## src/rtl/nms_check_unit.sv

```systemverilog
module nms_check_unit #(
  parameter int APP_W   = 8,
  parameter int EXT_W   = 6,
  parameter int ROW_MAX = 22
) (
  input  logic                                       clk,
  input  logic                                       rst_n,
  input  logic                                       in_valid,
  input  logic                                       in_start,
  input  logic                                       in_close,
  input  logic [$clog2(ROW_MAX)-1:0]                 in_pos,
  input  logic [APP_W-1:0]                           in_app,
  input  logic [2*(EXT_W-1)+$clog2(ROW_MAX)-1:0]     old_rec,
  input  logic                                       old_sign,
  input  logic                                       out_req,
  input  logic [$clog2(ROW_MAX)-1:0]                 out_pos,
  output logic                                       out_valid,
  output logic [APP_W-1:0]                           out_app,
  output logic                                       out_sign,
  output logic [2*(EXT_W-1)+$clog2(ROW_MAX)-1:0]     new_rec,
  output logic                                       rec_valid
);
  localparam int PW = $clog2(ROW_MAX);
  localparam int MW = EXT_W - 1;
  localparam int RW = 2 * MW + PW;
  localparam int XW = APP_W + 2;
  localparam logic [MW-1:0] MAG_TOP = '1;

  function automatic logic [APP_W-1:0] sat_app(input logic [XW-1:0] v);
    if (v[XW-1] && !(&v[XW-2:APP_W-1]))      return {1'b1, {(APP_W-1){1'b0}}};
    else if (!v[XW-1] && (|v[XW-2:APP_W-1])) return {1'b0, {(APP_W-1){1'b1}}};
    else                                     return v[APP_W-1:0];
  endfunction

  function automatic logic [MW-1:0] scl(input logic [MW-1:0] m);
    return (m >> 1) + (m >> 2);
  endfunction

  // rebuild of the old message and forming E
  logic [PW-1:0]    oidx;
  logic [MW-1:0]    omag;
  logic [XW-1:0]    app_x, mag_x, diff;
  logic [APP_W-1:0] e_in, e_abs;
  logic [MW-1:0]    e_mag;

  assign oidx  = old_rec[PW-1:0];
  assign omag  = (in_pos == oidx) ? old_rec[PW +: MW] : old_rec[RW-1 -: MW];
  assign app_x = {{2{in_app[APP_W-1]}}, in_app};
  assign mag_x = {{(XW-MW){1'b0}}, omag};
  assign diff  = old_sign ? app_x + mag_x : app_x - mag_x;
  assign e_in  = sat_app(diff);
  assign e_abs = e_in[APP_W-1] ? (~e_in + 1'b1) : e_in;
  assign e_mag = (e_abs > {{(APP_W-MW){1'b0}}, MAG_TOP}) ? MAG_TOP : e_abs[MW-1:0];

  // running minimum and sign tracking
  logic [MW-1:0] trk_m1, trk_m2, b_m1, b_m2, u_m1, u_m2;
  logic [PW-1:0] trk_idx, b_idx, u_idx;
  logic          trk_sgn, b_sgn, u_sgn;

  always_comb begin
    b_m1  = in_start ? MAG_TOP : trk_m1;
    b_m2  = in_start ? MAG_TOP : trk_m2;
    b_idx = in_start ? '0      : trk_idx;
    b_sgn = in_start ? 1'b0    : trk_sgn;
    u_m1  = b_m1;
    u_m2  = b_m2;
    u_idx = b_idx;
    u_sgn = b_sgn ^ e_in[APP_W-1];
    if (e_mag < b_m1) begin
      u_m2  = b_m1;
      u_m1  = e_mag;
      u_idx = in_pos;
    end else if (e_mag < b_m2) begin
      u_m2  = e_mag;
    end
  end

  logic [MW-1:0]    res_m1, res_m2;
  logic [PW-1:0]    res_idx;
  logic             res_sgn;
  logic [APP_W-1:0] e_buf [ROW_MAX];

  always_ff @(posedge clk or negedge rst_n) begin
    if (!rst_n) begin
      trk_m1 <= MAG_TOP; trk_m2 <= MAG_TOP; trk_idx <= '0; trk_sgn <= 1'b0;
      res_m1 <= '0; res_m2 <= '0; res_idx <= '0; res_sgn <= 1'b0;
      rec_valid <= 1'b0;
      for (int i = 0; i < ROW_MAX; i++) e_buf[i] <= '0;
    end else begin
      if (in_valid) begin
        trk_m1 <= u_m1; trk_m2 <= u_m2; trk_idx <= u_idx; trk_sgn <= u_sgn;
        if ({1'b0, in_pos} < (PW+1)'(ROW_MAX)) e_buf[in_pos] <= e_in;
      end
      if (in_close) begin
        res_m1  <= in_valid ? u_m1  : trk_m1;
        res_m2  <= in_valid ? u_m2  : trk_m2;
        res_idx <= in_valid ? u_idx : trk_idx;
        res_sgn <= in_valid ? u_sgn : trk_sgn;
        rec_valid <= 1'b1;
      end
    end
  end

  assign new_rec = {scl(res_m1), scl(res_m2), res_idx};

  // read-out of updated APP values
  logic [APP_W-1:0] e_rd;
  logic [MW-1:0]    n_mag;
  logic             n_neg;
  logic [XW-1:0]    e_x, n_x, sum;

  assign e_rd  = e_buf[out_pos];
  assign n_mag = scl((out_pos == res_idx) ? res_m2 : res_m1);
  assign n_neg = res_sgn ^ e_rd[APP_W-1];
  assign e_x   = {{2{e_rd[APP_W-1]}}, e_rd};
  assign n_x   = {{(XW-MW){1'b0}}, n_mag};
  assign sum   = n_neg ? e_x - n_x : e_x + n_x;

  always_ff @(posedge clk or negedge rst_n) begin
    if (!rst_n) begin
      out_valid <= 1'b0;
      out_app   <= '0;
      out_sign  <= 1'b0;
    end else begin
      out_valid <= out_req;
      if (out_req) begin
        out_app  <= sat_app(sum);
        out_sign <= n_neg;
      end
    end
  end

  p_min_order_r2: assert property (@(posedge clk) disable iff (!rst_n)
    rec_valid |-> (res_m1 <= res_m2));

  p_gap_hold_r6: assert property (@(posedge clk) disable iff (!rst_n)
    !in_valid |=> ($stable(trk_m1) && $stable(trk_m2) && $stable(trk_idx) && $stable(trk_sgn)));

  p_read_latency_r5: assert property (@(posedge clk) disable iff (!rst_n)
    out_req |=> out_valid);

  p_close_flag_r7: assert property (@(posedge clk) disable iff (!rst_n)
    in_close |=> rec_valid);

  p_rec_hold_r7: assert property (@(posedge clk) disable iff (!rst_n)
    !in_close |=> $stable(new_rec));
endmodule

```

## config.mk

```make
export PLATFORM = sky130hd
export DESIGN_NAME = nms_check_unit
export DESIGN_NICKNAME = d
export VERILOG_FILES = /design/src/rtl/nms_check_unit.sv
export SDC_FILE = /design/constraint.sdc
export NUM_CORES = 1
export LEC_CHECK = 0
export CORE_ASPECT_RATIO = 0.6
export CORE_UTILIZATION = 25
export DETAILED_ROUTE_END_ITERATION = 12
export HOLD_SLACK_MARGIN = 0.06
export PLACE_DENSITY = 0.39
export SLEW_MARGIN = 5
export SYNTH_ARGS = -nofsm -noshare
export SYNTH_HDL_FRONTEND = slang
export SYNTH_SLANG_ARGS = --single-unit
```

## constraint.sdc

```tcl
create_clock -name clk -period 11.83 [get_ports clk]
set_clock_uncertainty 0.15 [all_clocks]
set_input_delay 2.366 -clock clk [delete_from_list [all_inputs] [get_ports clk]]
set_output_delay 2.366 -clock clk [all_outputs]
set_load 0.02 [all_outputs]
```

# Word-level counts from Yosys, hierarchy flattened
# Index checks and enable logic that the tools add are counted.
# op_classes
n_mux,28
eq_ne,2
n_lt_le_gt_ge,7
n_reduce_logical,14
bitwise,5
add_sub_neg,8
# op_table
cell,n
$bwmux 176,1
$mux 5,13
$mux 8,8
$bmux 8 s5,1
$demux 8 s5,1
$mux 10,2
$add 8x6->9,2
$sub 8x6->9,2
$add 4x3->5,3
$ge 6x6->1 const B,2
$not 5->6,2
$eq 5x5->1,2
$lt 5x5->1,2
$add 8x1->8 const B,1
$gt 8x5->1 const B,1
$not 8->8,1
$lt 6x1->1 const B,1
$reduce_and 2->1,3
$logic_and 1x1->1,5
$lt 5x5->1 const B,1
$logic_not 1->1,4
$reduce_or 2->1,2
$mux 1,2
$xor 1x1->1,2
# totals
input_bits,40
reg_bits,219
out_inout_bits,26
elab_cells,98

# Logic depth before layout (Yosys ltp)
# Gate-level depths: netlist of the first run.
# logic_depth
word_depth,17
ltp_mapped,32
ltp_nobuf,30

# Least setup slack after synthesis of the first run
# Ideal clock, no wire load.
# synth_path
path_kind,input-to-reg
startpoint,input port in_pos[0]
endpoint,register res_m1[1]
slack_ns,2.374
t_required_ns,11.555
n_path_buf,2
cell_stages,32
t_arrival_ns,9.181
setup_time_ns,0.125
path_cell_list,clkbuf_1 xnor2_1 nand3_1 nor3_1 mux2i_1 ha_1 o21a_1 ha_1 nor2_1 a21oi_1 ha_1 and3_1 nor3b_1 o21a_1 or2_1 nor2_1 a21oi_1 clkbuf_1 ha_1 a2111oi_4 o211ai_4 a32oi_1 inv_1 ha_1 a21o_1 a21o_1 a211o_1 nor3b_1 o211ai_1 a31oi_4 a32oi_1 mux2_2
# synth_between
elab_chain_cells,16
word_cells_on_any_way,21
cone_classes,add/sub (3); order compare (2); eq/ne (1); mux (8); bitwise (1); reduce/logical (6)
# synth_lines
element,line_no,rtl
"start, declared",11,"input logic [$clog2(ROW_MAX)-1:0] in_pos,"
$eq 5x5->1 *,47,assign omag = (in_pos == oidx) ? old_rec[PW +: MW] : old_rec[RW-1 -: MW];
$mux 5 *,47,
$sub 8x6->9 / $add 8x6->9 (equally long branches),50,assign diff = old_sign ? app_x + mag_x : app_x - mag_x;
$mux 10 *,50,
"$reduce_or 2->1, or another cell as far along",31,"else if (!v[XW-1] && (|v[XW-2:APP_W-1])) return {1'b0, {(APP_W-1){1'b1}}};"
$logic_and 1x1->1 / $logic_not 1->1 (equally long branches),"31, 30",
$mux 8 / $logic_and 1x1->1 (equally long branches),"31, 30",
$mux 8 *,30,"if (v[XW-1] && !(&v[XW-2:APP_W-1])) return {1'b1, {(APP_W-1){1'b0}}};"
$not 8->8,52,assign e_abs = e_in[APP_W-1] ? (~e_in + 1'b1) : e_in;
$add 8x1->8,52,
$mux 8 *,52,
$gt 8x5->1,53,"assign e_mag = (e_abs > {{(APP_W-MW){1'b0}}, MAG_TOP}) ? MAG_TOP : e_abs[MW-1:0];"
$mux 5 *,53,
$lt 5x5->1,69,if (e_mag < b_m1) begin
$mux 5 *,69,
$mux 5 *,-,
"end signal, assigned",95,res_m1 <= in_valid ? u_m1 : trk_m1;
"end, declared",78,"logic [MW-1:0] res_m1, res_m2;"
# Mark *: on every way between the ends. The rest lies on a longest branch, timed or not.
# A chain may end at the register's enable or synchronous reset.

# Worst setup path after layout of the first run
# layout_path
startpoint,input port in_pos[0]
endpoint,register res_m1[3]
# Same word-level chain as after synthesis.

==> results of run 1 <==
worst max-delay path, delay by kind of cell:
| family | cells | cell delay, ns |
|---|---|---|
| buffers and inverters | 3 | 1.16 |
| AND/OR/NAND/NOR | 9 | 1.90 |
| multiplexers | 2 | 0.60 |
| adder cells (fa/ha/maj) | 5 | 1.52 |
| XOR/XNOR | 1 | 0.18 |
| AO/OA/AOI/OAI | 12 | 2.63 |
final timing paths:
check,from,end,slack [ns],cells after the start
min in group asynchronous,rst_n,rec_valid$_DFFE_PN0P_,1.65,1
worst max-delay path,in_pos[0],res_m1[3]$_DFFE_PN0P_,1.73,32
worst max register to register,res_idx[3]$_DFFE_PN0P_,out_app[7]$_DFFE_PN0P_,5.62,24
worst min-delay path,e_buf[114]$_DFFE_PN0P_,e_buf[114]$_DFFE_PN0P_,0.33,2
max in group asynchronous,rst_n,e_buf[90]$_DFFE_PN0P_,7.62,3
worst min register to register,e_buf[114]$_DFFE_PN0P_,e_buf[114]$_DFFE_PN0P_,0.33,2
state kept, by name (all words and copies together) (netlist names):
signal	cells
trk_idx	5
res_m2	4
res_idx	5
trk_m1	5
out_sign	1
trk_m2	5
res_sgn	1
out_valid	1
e_buf	176
out_app	8
trk_sgn	1
res_m1	4
rec_valid	1
routing by layer:
metal  global-route usage, %  up-vias  share of wire, %
li1                        -     4525                 -
met1                    24.7     4544                56
met2                    20.8      131                39
met3                    2.10       38               3.3
met4                    3.07        0               2.0
met5                       0        -                 0
stage by stage:
stage          total power [mW]  cells  util (%)  instance area, µm²  hold WS (ns)
3_5_place_dp               2.25   1895      28.0               13400         0.315
6_report                   2.97   1935      29.6               14200         0.326
5_1_grt                    3.20   1935      29.6               14200         0.345
2_1_floorplan              1.83   1249         -               12100         0.294
3_3_place_gp               2.24   1895      28.0               13400         0.307
4_1_cts                    3.00   1935      29.6               14200         0.329
power by group:
group / internal (mW) / switching, mW / leakage, nW
Clock: 0.419 / 0.323 / 0.375
Combinational: 0.467 / 0.652 / 2.93
Sequential: 0.976 / 0.134 / 2.70
Total: 1.86 / 1.11 / 6.01
kinds of logic after synthesis:
logic type / count (synthesis)
buffers and inverters: 122
AO/OA/AOI/OAI: 356
adder cells (fa/ha/maj): 48
XOR/XNOR: 28
AND/OR/NAND/NOR: 398
flip-flops: 217
multiplexers: 80
final cells by class:
cell class                 instances  area share, %
multi-input combinational        910           43.9
sequential                       217           38.5
tap                              640           5.66
timing repair buffer              82           5.48
clock buffer                      33           4.76
inverter                          46           1.22
clock inverter                     7          0.530
placed cells by master, fill, tap and decap left out, types with 10 or more instances in the layout:
cell type        synthesis  routed
dfrtp_1                207     207
nand2_1                206     206
o21ai_0                193     193
nor2_1                  78      77
clkdlybuf4s50_1          0      62
a21oi_1                 50      46
inv_1                   44      44
ha_1                    43      43
mux4_2                  41      41
mux2i_1                 29      29
nand3_1                 28      28
clkbuf_16                0      23
xnor2_1                 21      21
buf_4                    3      18
nor3_1                  17      17
a32oi_1                 14      14
a21o_1                  13      13
mux2_2                  10      10
dfstp_2                 10      10
==> impl_metrics.csv, run 1 <==
group,metric,value,unit
floorplanning,die_h,173,µm
yosys,async_flop_share,100,%
global_routing,grt_pass1_wl,58.1,mm
timing,hold_viol,0,
layout,multiInputGateArea,6210,µm²
clocking,cts_setup_buffers,0,
global_routing,grt_usage,15.2,%
layout,seqCellArea,5440,µm²
global_routing,grt_max_degree,93,
yosys,synth_edf_count,0,
worst_setup_path,arrival,10.38,ns
clocking,cts.repair.resized,0,
timing,setup_violations,0,
yosys,synth_top_family_by_area,"compound AO/OA/AOI/OAI gates",
clocking,clkLatencyLatePin,0.55,ns
timing,maxSlewViolCount,0,
yosys,synth-compound-area-share,18.3,%
yosys,syn-num-nets,1337,
yosys,yosysWarnings,0,
worst_setup_path,cp_max_fo,12,
yosys,yosys-top-cells-area,"dfrtp_1, o21ai_0, mux4_2",
worst_setup_path,endpoint_kind,"flop",
floorplanning,dieArea,49500,µm²
yosys,yosysUniqueCellTypes,76,
yosys,ys_ff_latch,217,
run_status,status,"complete, no violations",
drt,vias,9238,
hold_path,hp-class,"reg -> reg",
timing,max_freq,99.0,MHz
clocking,cts_tree,"done",
floorplanning,die_width,286,µm
power,ir_worst_vdd,0.0964,mV
yosys,synth-main-ff-cell,"dfrtp_1",
place,port_buffers,65,
yosys,synth_area_per_cell,9.72,µm²
timing,fin_ws,1.73,ns
clocking,htree_levels,1,
yosys,synthXorXnorAreaFrac,2.02,%
drt,drcViolationCount,0,
floorplanning,ios,66,
place,dp_slack,1.24,ns
yosys,synthTopCellsByCount,"dfrtp_1, nand2_1, o21ai_0, nor2_1, clkbuf_1",
drt,routed_via_density,4.77,
power,p_leak,6.01,nW
yosys,syn_area,12100,µm²
yosys,yosysMostFrequentCell,"dfrtp_1",
floorplanning,coreArea,47900,µm²
place,dpl.hpwl,25.6,mm
layout,antennaDiodeCount,0,
worst_setup_path,critPathRequiredTime,12.11,ns
yosys,yosys.area_share.simple,14.6,%
floorplanning,rows,62,
timing,finalSetupTns,0,ns
worst_setup_path,crit_path_start_kind,"input port",
layout,syn_to_final_growth,16.6,%
yosys,synthMuxAreaShare,10.9,%
global_routing,antenna_found_initial,0,
clocking,clkTransAtPathRegs,0.06,ns
worst_setup_path,cpMaxStageDelayCell,"clkdlybuf4s50_1",
job,max-cap-violations,0,
yosys,yosysTopAreaCellShare,42.7,%
clocking,holdBufCountCts,0,
drt,drtPass1Iterations,5,
worst_setup_path,max_stage_delay,0.75,ns
global_routing,grt_overflow,0,
layout,drive_gt1_share,11.3,%
yosys,yosysTopAreaCell,"dfrtp_1",
timing,fin_crit_sh,85.4,%
clocking,cts_buffers,23,
layout,fillers,4976,
global_routing,grt_pass1_vias,9248,
clocking,clockBufferDepth,3,
drt,postRouteAntennaNets,0,
timing,slew_headroom,27.0,%
timing,worst_pin_slew,1.09,ns
yosys,syn_inst,1249,
power,power.density,210,nW/µm²
clocking,cts.sinks,217,
place,place_congestion,0.801,
timing,min_period,10.10,ns
worst_setup_path,cp_common_cell,"ha_1",
drt,wire_per_inst,18.9,µm
clocking,root_buffer,"clkbuf_16",
worst_setup_path,crit_type,"in -> reg",
drt,wl,36.5,mm
floorplanning,start_util,25.4,%
yosys,yosysSeqAreaShare,44.8,%
timing,rsz0062_at_grt,"no",
layout,nets,1368,
yosys,synthAdderAreaFrac,5.26,%
drt,first_iter_violations,659,
No activity file was read; power rests on OpenSTA's default activity.
==> inputs of run 2 (changes only) <==
--- a/config.mk
+++ b/config.mk
@@ -7,6 +7,7 @@
 export LEC_CHECK = 0
 export CORE_ASPECT_RATIO = 0.6
 export CORE_UTILIZATION = 25
+export CTS_BUF_LIST = sky130_fd_sc_hd__clkbuf_16
 export DETAILED_ROUTE_END_ITERATION = 12
 export HOLD_SLACK_MARGIN = 0.06
 export PLACE_DENSITY = 0.39
==> run 2 against run 1 <==
Effect of this change:
- sequential power hardly changed
- die area stayed put
- routed wire length is 0.25% lower
- combinational power hardly changed
- global-route usage hardly changed
- cell count hardly changed
- critical path type unchanged
- largest power group unchanged
==> impl_metrics.csv, run 2 (synthesized netlist as in run 1, its figures left out) <==
group,metric,value,unit
clocking,clkLatencyLatePin,0.55,ns
worst_setup_path,r2r_start,"res_idx[3]$_DFFE_PN0P_",
floorplanning,ios,66,
timing,slew_headroom,27.7,%
global_routing,grt_max_degree,93,
place,place_congestion,0.801,
global_routing,grt_usage,15.1,%
floorplanning,start_util,25.4,%
floorplanning,die_h,173,µm
power,p_leak,5.99,nW
place,dpl.hpwl,25.6,mm
layout,syn_to_final_growth,16.1,%
layout,reg_top3,"e_buf (176), out_app (8)",
power,ir_worst_vdd,0.0964,mV
timing,fin_crit_sh,85.4,%
job,max-cap-violations,0,
layout,final_cells,1936,
clocking,clkTransAtPathRegs,0.06,ns
layout,final_cell_mix,"dfrtp_1, nand2_1, o21ai_0, nor2_1, clkdlybuf4s50_1",
clocking,cts.repair.resized,0,
timing,maxSlewViolCount,0,
worst_setup_path,rrSetupSlack,5.64,ns
clocking,htree_levels,1,
global_routing,grt_pass1_wl,58.0,mm
floorplanning,coreArea,47900,µm²
worst_setup_path,arrival,10.38,ns
layout,drive_gt1_share,10.8,%
hold_path,hp-class,"reg -> reg",
floorplanning,die_width,286,µm
worst_setup_path,timing.rr.end,"out_app[7]$_DFFE_PN0P_",
layout,nets,1368,
drt,vias,9297,
timing,setup_violations,0,
timing,rsz0062_at_grt,"no",
layout,largest_reg_flops,176,
drt,routed_via_density,4.80,
place,dp.cells,1895,
worst_setup_path,endpoint_kind,"flop",
floorplanning,rows,62,
drt,drcViolationCount,0,
worst_setup_path,crit_path_start_kind,"input port",
worst_setup_path,r2r_cells,24,
drt,postRouteAntennaNets,0,
floorplanning,dieArea,49500,µm²
drt,first_iter_violations,643,
clocking,cts_setup_buffers,0,
hold_path,hold_path_depth,2,
worst_setup_path,cp_max_fo,12,
place,dpl_cell_area,13400,µm²
timing,finalSetupTns,0,ns
worst_setup_path,cp_common_cell,"ha_1",
layout,layout_commonest_cell,"dfrtp_1",
place,dp_slack,1.24,ns
drt,wire_per_inst,18.8,µm
drt,wl,36.4,mm
clocking,cts.sinks,217,
hold_path,min-delay-start,"e_buf[144]$_DFFE_PN0P_",
worst_setup_path,critPathRequiredTime,12.11,ns
run_status,status,"complete, no violations",
clocking,cts_tree,"done",
clocking,cts_buffers,23,
timing,hold_viol,0,
power,p_total,2.93,mW
global_routing,antenna_found_initial,0,
worst_setup_path,crit_type,"in -> reg",
global_routing,grt_overflow,0,
global_routing,grt_pass1_vias,9240,
timing,worst_pin_slew,1.08,ns
timing,fin_ws,1.73,ns
power,power.density,208,nW/µm²
layout,regMostFlops,"e_buf",
layout,fin_area,14100,µm²
hold_path,hold_end,"e_buf[144]$_DFFE_PN0P_",
place,port_buffers,65,
drt,drtPass1Iterations,5,
timing,min_period,10.10,ns
worst_setup_path,max_stage_delay,0.75,ns
clocking,clockBufferDepth,3,
worst_setup_path,cpMaxStageDelayCell,"clkdlybuf4s50_1",
clocking,root_buffer,"clkbuf_16",
clocking,holdBufCountCts,0,
timing,max_freq,99.0,MHz
## run 2: cell type report
class                           count  area, µm²
Clock inverter                     17        113
Clock buffer                       23        576
Tap cell                          640        801
Multi-Input combinational cell    910       6210
Antenna cell                        1       2.50
Timing Repair Buffer               82        776
Inverter                           46        173
Sequential cell                   217       5440
Fill cell                        4987      33800
## run 2: per-stage QoR
step	util, %	hold WS [ns]
3_3_place_gp	28.0	0.307
2_1_floorplan	-	0.294
5_1_grt	29.4	0.345
3_5_place_dp	28.0	0.315
6_report	29.5	0.326
4_1_cts	29.4	0.329
## run 2: layer usage
layer / track usage [%] / up-vias / share of wire (%)
met2: 20.7 / 145 / 39
met1: 24.6 / 4576 / 56
met3: 2.10 / 38 / 3.1
li1: - / 4538 / -
met5: 0 / - / 0
met4: 3.07 / 0 / 2.0
## run 2: worst max path at each step
stage,depth (start not counted),from,to,slack [ns]
floorplan,32,in_pos[0],res_m1[1]$_DFFE_PN0P_,2.37
global placement,32,in_pos[0],res_m1[3]$_DFFE_PN0P_,1.46
detailed placement,32,in_pos[0],res_m1[3]$_DFFE_PN0P_,1.24
CTS,32,in_pos[0],res_m1[3]$_DFFE_PN0P_,1.78
global route,32,in_pos[0],res_m2[4]$_DFFE_PN0P_,1.26
finish,32,in_pos[0],res_m1[3]$_DFFE_PN0P_,1.73
## run 2: critical path, delay by kind of cell
family | cells | cell delay, ns
buf+inv | 3 | 1.15
fa+ha+maj | 5 | 1.52
mux | 2 | 0.60
simple gates | 9 | 1.90
compound gates | 12 | 2.62
xor+xnor | 1 | 0.18
## run 2: power breakdown
group          total, mW  switching, mW  internal, mW
sequential          1.11          0.134         0.976
combinational       1.12          0.652         0.467
clock              0.698          0.322         0.376
==> inputs of run 3 (changes only) <==
--- a/config.mk
+++ b/config.mk
@@ -11,7 +11,7 @@
 export DETAILED_ROUTE_END_ITERATION = 12
 export HOLD_SLACK_MARGIN = 0.06
 export PLACE_DENSITY = 0.39
-export SLEW_MARGIN = 5
+export SLEW_MARGIN = 20
 export SYNTH_ARGS = -nofsm -noshare
 export SYNTH_HDL_FRONTEND = slang
 export SYNTH_SLANG_ARGS = --single-unit
==> run 3 against run 2 <==
Effect of this change:
- clock power about the same
- combinational power about the same
- global-route usage did not move
- hold slack stayed put
- setup slack got worse by 0.0043 ns
- register-to-register slack got worse by 0.02 ns
- core utilization about the same
- via count is 0.20% higher
- first-iteration DRC count unchanged
==> impl_metrics.csv, run 3 (synthesized netlist as in run 1, its figures left out) <==
group,metric,value,unit
run_status,status,"complete, no violations",
clocking,clkLatencyLatePin,0.55,ns
timing,hold_ws,0.326,ns
timing,maxSlewViolCount,0,
worst_setup_path,cpMaxStageDelayCell,"clkdlybuf4s50_1",
layout,nets,1368,
floorplanning,rows,62,
worst_setup_path,arrival,10.38,ns
layout,syn_to_final_growth,16.2,%
clocking,cts_tree,"done",
worst_setup_path,endpoint_kind,"flop",
layout,final_cells,1936,
layout,regMostFlops,"e_buf",
floorplanning,start_util,25.4,%
worst_setup_path,r2r_start,"res_idx[3]$_DFFE_PN0P_",
global_routing,antenna_found_initial,0,
timing,max_freq,99.0,MHz
layout,layout_commonest_cell,"dfrtp_1",
clocking,root_buffer,"clkbuf_16",
global_routing,grt_overflow,0,
global_routing,grt_pass1_vias,9240,
place,dp_slack,1.24,ns
worst_setup_path,crit_path_start_kind,"input port",
worst_setup_path,max_stage_delay,0.75,ns
drt,vias,9316,
layout,reg_top3,"e_buf (176), out_app (8)",
hold_path,hold_path_depth,2,
drt,drcViolationCount,0,
drt,wire_per_inst,18.8,µm
worst_setup_path,timing.rr.end,"out_app[7]$_DFFE_PN0P_",
place,dpl_cell_area,13400,µm²
power,ir_worst_vdd,0.0964,mV
layout,final_util,29.5,%
timing,slew_headroom,34.0,%
clocking,cts.sinks,217,
layout,fillers,4985,
layout,multiInputGateArea,6220,µm²
timing,fin_crit_sh,85.4,%
clocking,cts.repair.resized,0,
drt,wl,36.5,mm
worst_setup_path,cp_common_cell,"ha_1",
power,p_total,2.93,mW
clocking,clockBufferDepth,3,
worst_setup_path,rrSetupSlack,5.62,ns
worst_setup_path,r2r_cells,24,
clocking,cts_buffers,23,
power,p_leak,5.99,nW
layout,final_cell_mix,"dfrtp_1, nand2_1, o21ai_0, nor2_1, clkdlybuf4s50_1",
floorplanning,dieArea,49500,µm²
floorplanning,ios,66,
worst_setup_path,crit_type,"in -> reg",
layout,largest_reg_flops,176,
worst_setup_path,cp_max_fo,12,
floorplanning,coreArea,47900,µm²
clocking,htree_levels,1,
timing,fin_ws,1.73,ns
global_routing,grt_max_degree,93,
clocking,clkTransAtPathRegs,0.06,ns
place,dp.cells,1895,
job,max-cap-violations,0,
hold_path,hp-class,"reg -> reg",
timing,min_period,10.10,ns
drt,first_iter_violations,643,
timing,rsz0062_at_grt,"no",
place,port_buffers,65,
global_routing,grt_usage,15.1,%
worst_setup_path,critPathRequiredTime,12.11,ns
drt,postRouteAntennaNets,0,
layout,seqCellArea,5440,µm²
timing,hold_viol,0,
layout,fin_area,14100,µm²
clocking,cts_setup_buffers,0,
timing,finalSetupTns,0,ns
floorplanning,die_width,286,µm
drt,drtPass1Iterations,5,
drt,routed_via_density,4.81,
power,power.density,208,nW/µm²
worst_setup_path,crit_start,"in_pos[0]",
floorplanning,die_h,173,µm
layout,drive_gt1_share,10.9,%
timing,worst_pin_slew,0.987,ns
timing,setup_violations,0,
global_routing,grt_pass1_wl,58.0,mm
place,place_congestion,0.801,
worst_setup_path,crit_end,"res_m1[3]$_DFFE_PN0P_",
place,dpl.hpwl,25.6,mm
clocking,holdBufCountCts,0,
[run 3: worst min path at each step]
stage | startpoint | to
after floorplan | e_buf[119]$_DFFE_PN0P_ | e_buf[119]$_DFFE_PN0P_
after global placement | e_buf[161]$_DFFE_PN0P_ | e_buf[161]$_DFFE_PN0P_
after detailed placement | e_buf[114]$_DFFE_PN0P_ | e_buf[114]$_DFFE_PN0P_
after CTS | e_buf[114]$_DFFE_PN0P_ | e_buf[114]$_DFFE_PN0P_
after global routing | e_buf[147]$_DFFE_PN0P_ | e_buf[147]$_DFFE_PN0P_
final | e_buf[144]$_DFFE_PN0P_ | e_buf[144]$_DFFE_PN0P_
[run 3: critical path, delay by kind of cell]
family	cells	cell delay [ns]
xor+xnor	1	0.18
buf+inv	3	1.16
compound gates	12	2.63
simple gates	9	1.90
mux	2	0.60
fa+ha+maj	5	1.52
[run 3: per-layer routing]
layer | routed length [µm] | track usage (%) | vias to the layer above
met5 | 0 | 0 | -
met2 | 14200 | 20.7 | 153
met4 | 724 | 3.07 | 0
met1 | 20300 | 24.6 | 4586
met3 | 1210 | 2.10 | 38
li1 | - | - | 4539
[run 3: layout make-up]
cell class,count,share of cell area [%]
antenna,1,0.0177
clock buffer,23,4.08
clock inverter,17,0.799
inverter,46,1.22
multi-input combinational,910,44.1
sequential,217,38.6
tap,640,5.68
timing repair buffer,82,5.50
[run 3: where the power goes]
part	leakage, nW	internal [mW]	switching, mW
clock network	0.358	0.376	0.322
logic	2.93	0.467	0.652
registers	2.70	0.976	0.134
total	5.99	1.82	1.11
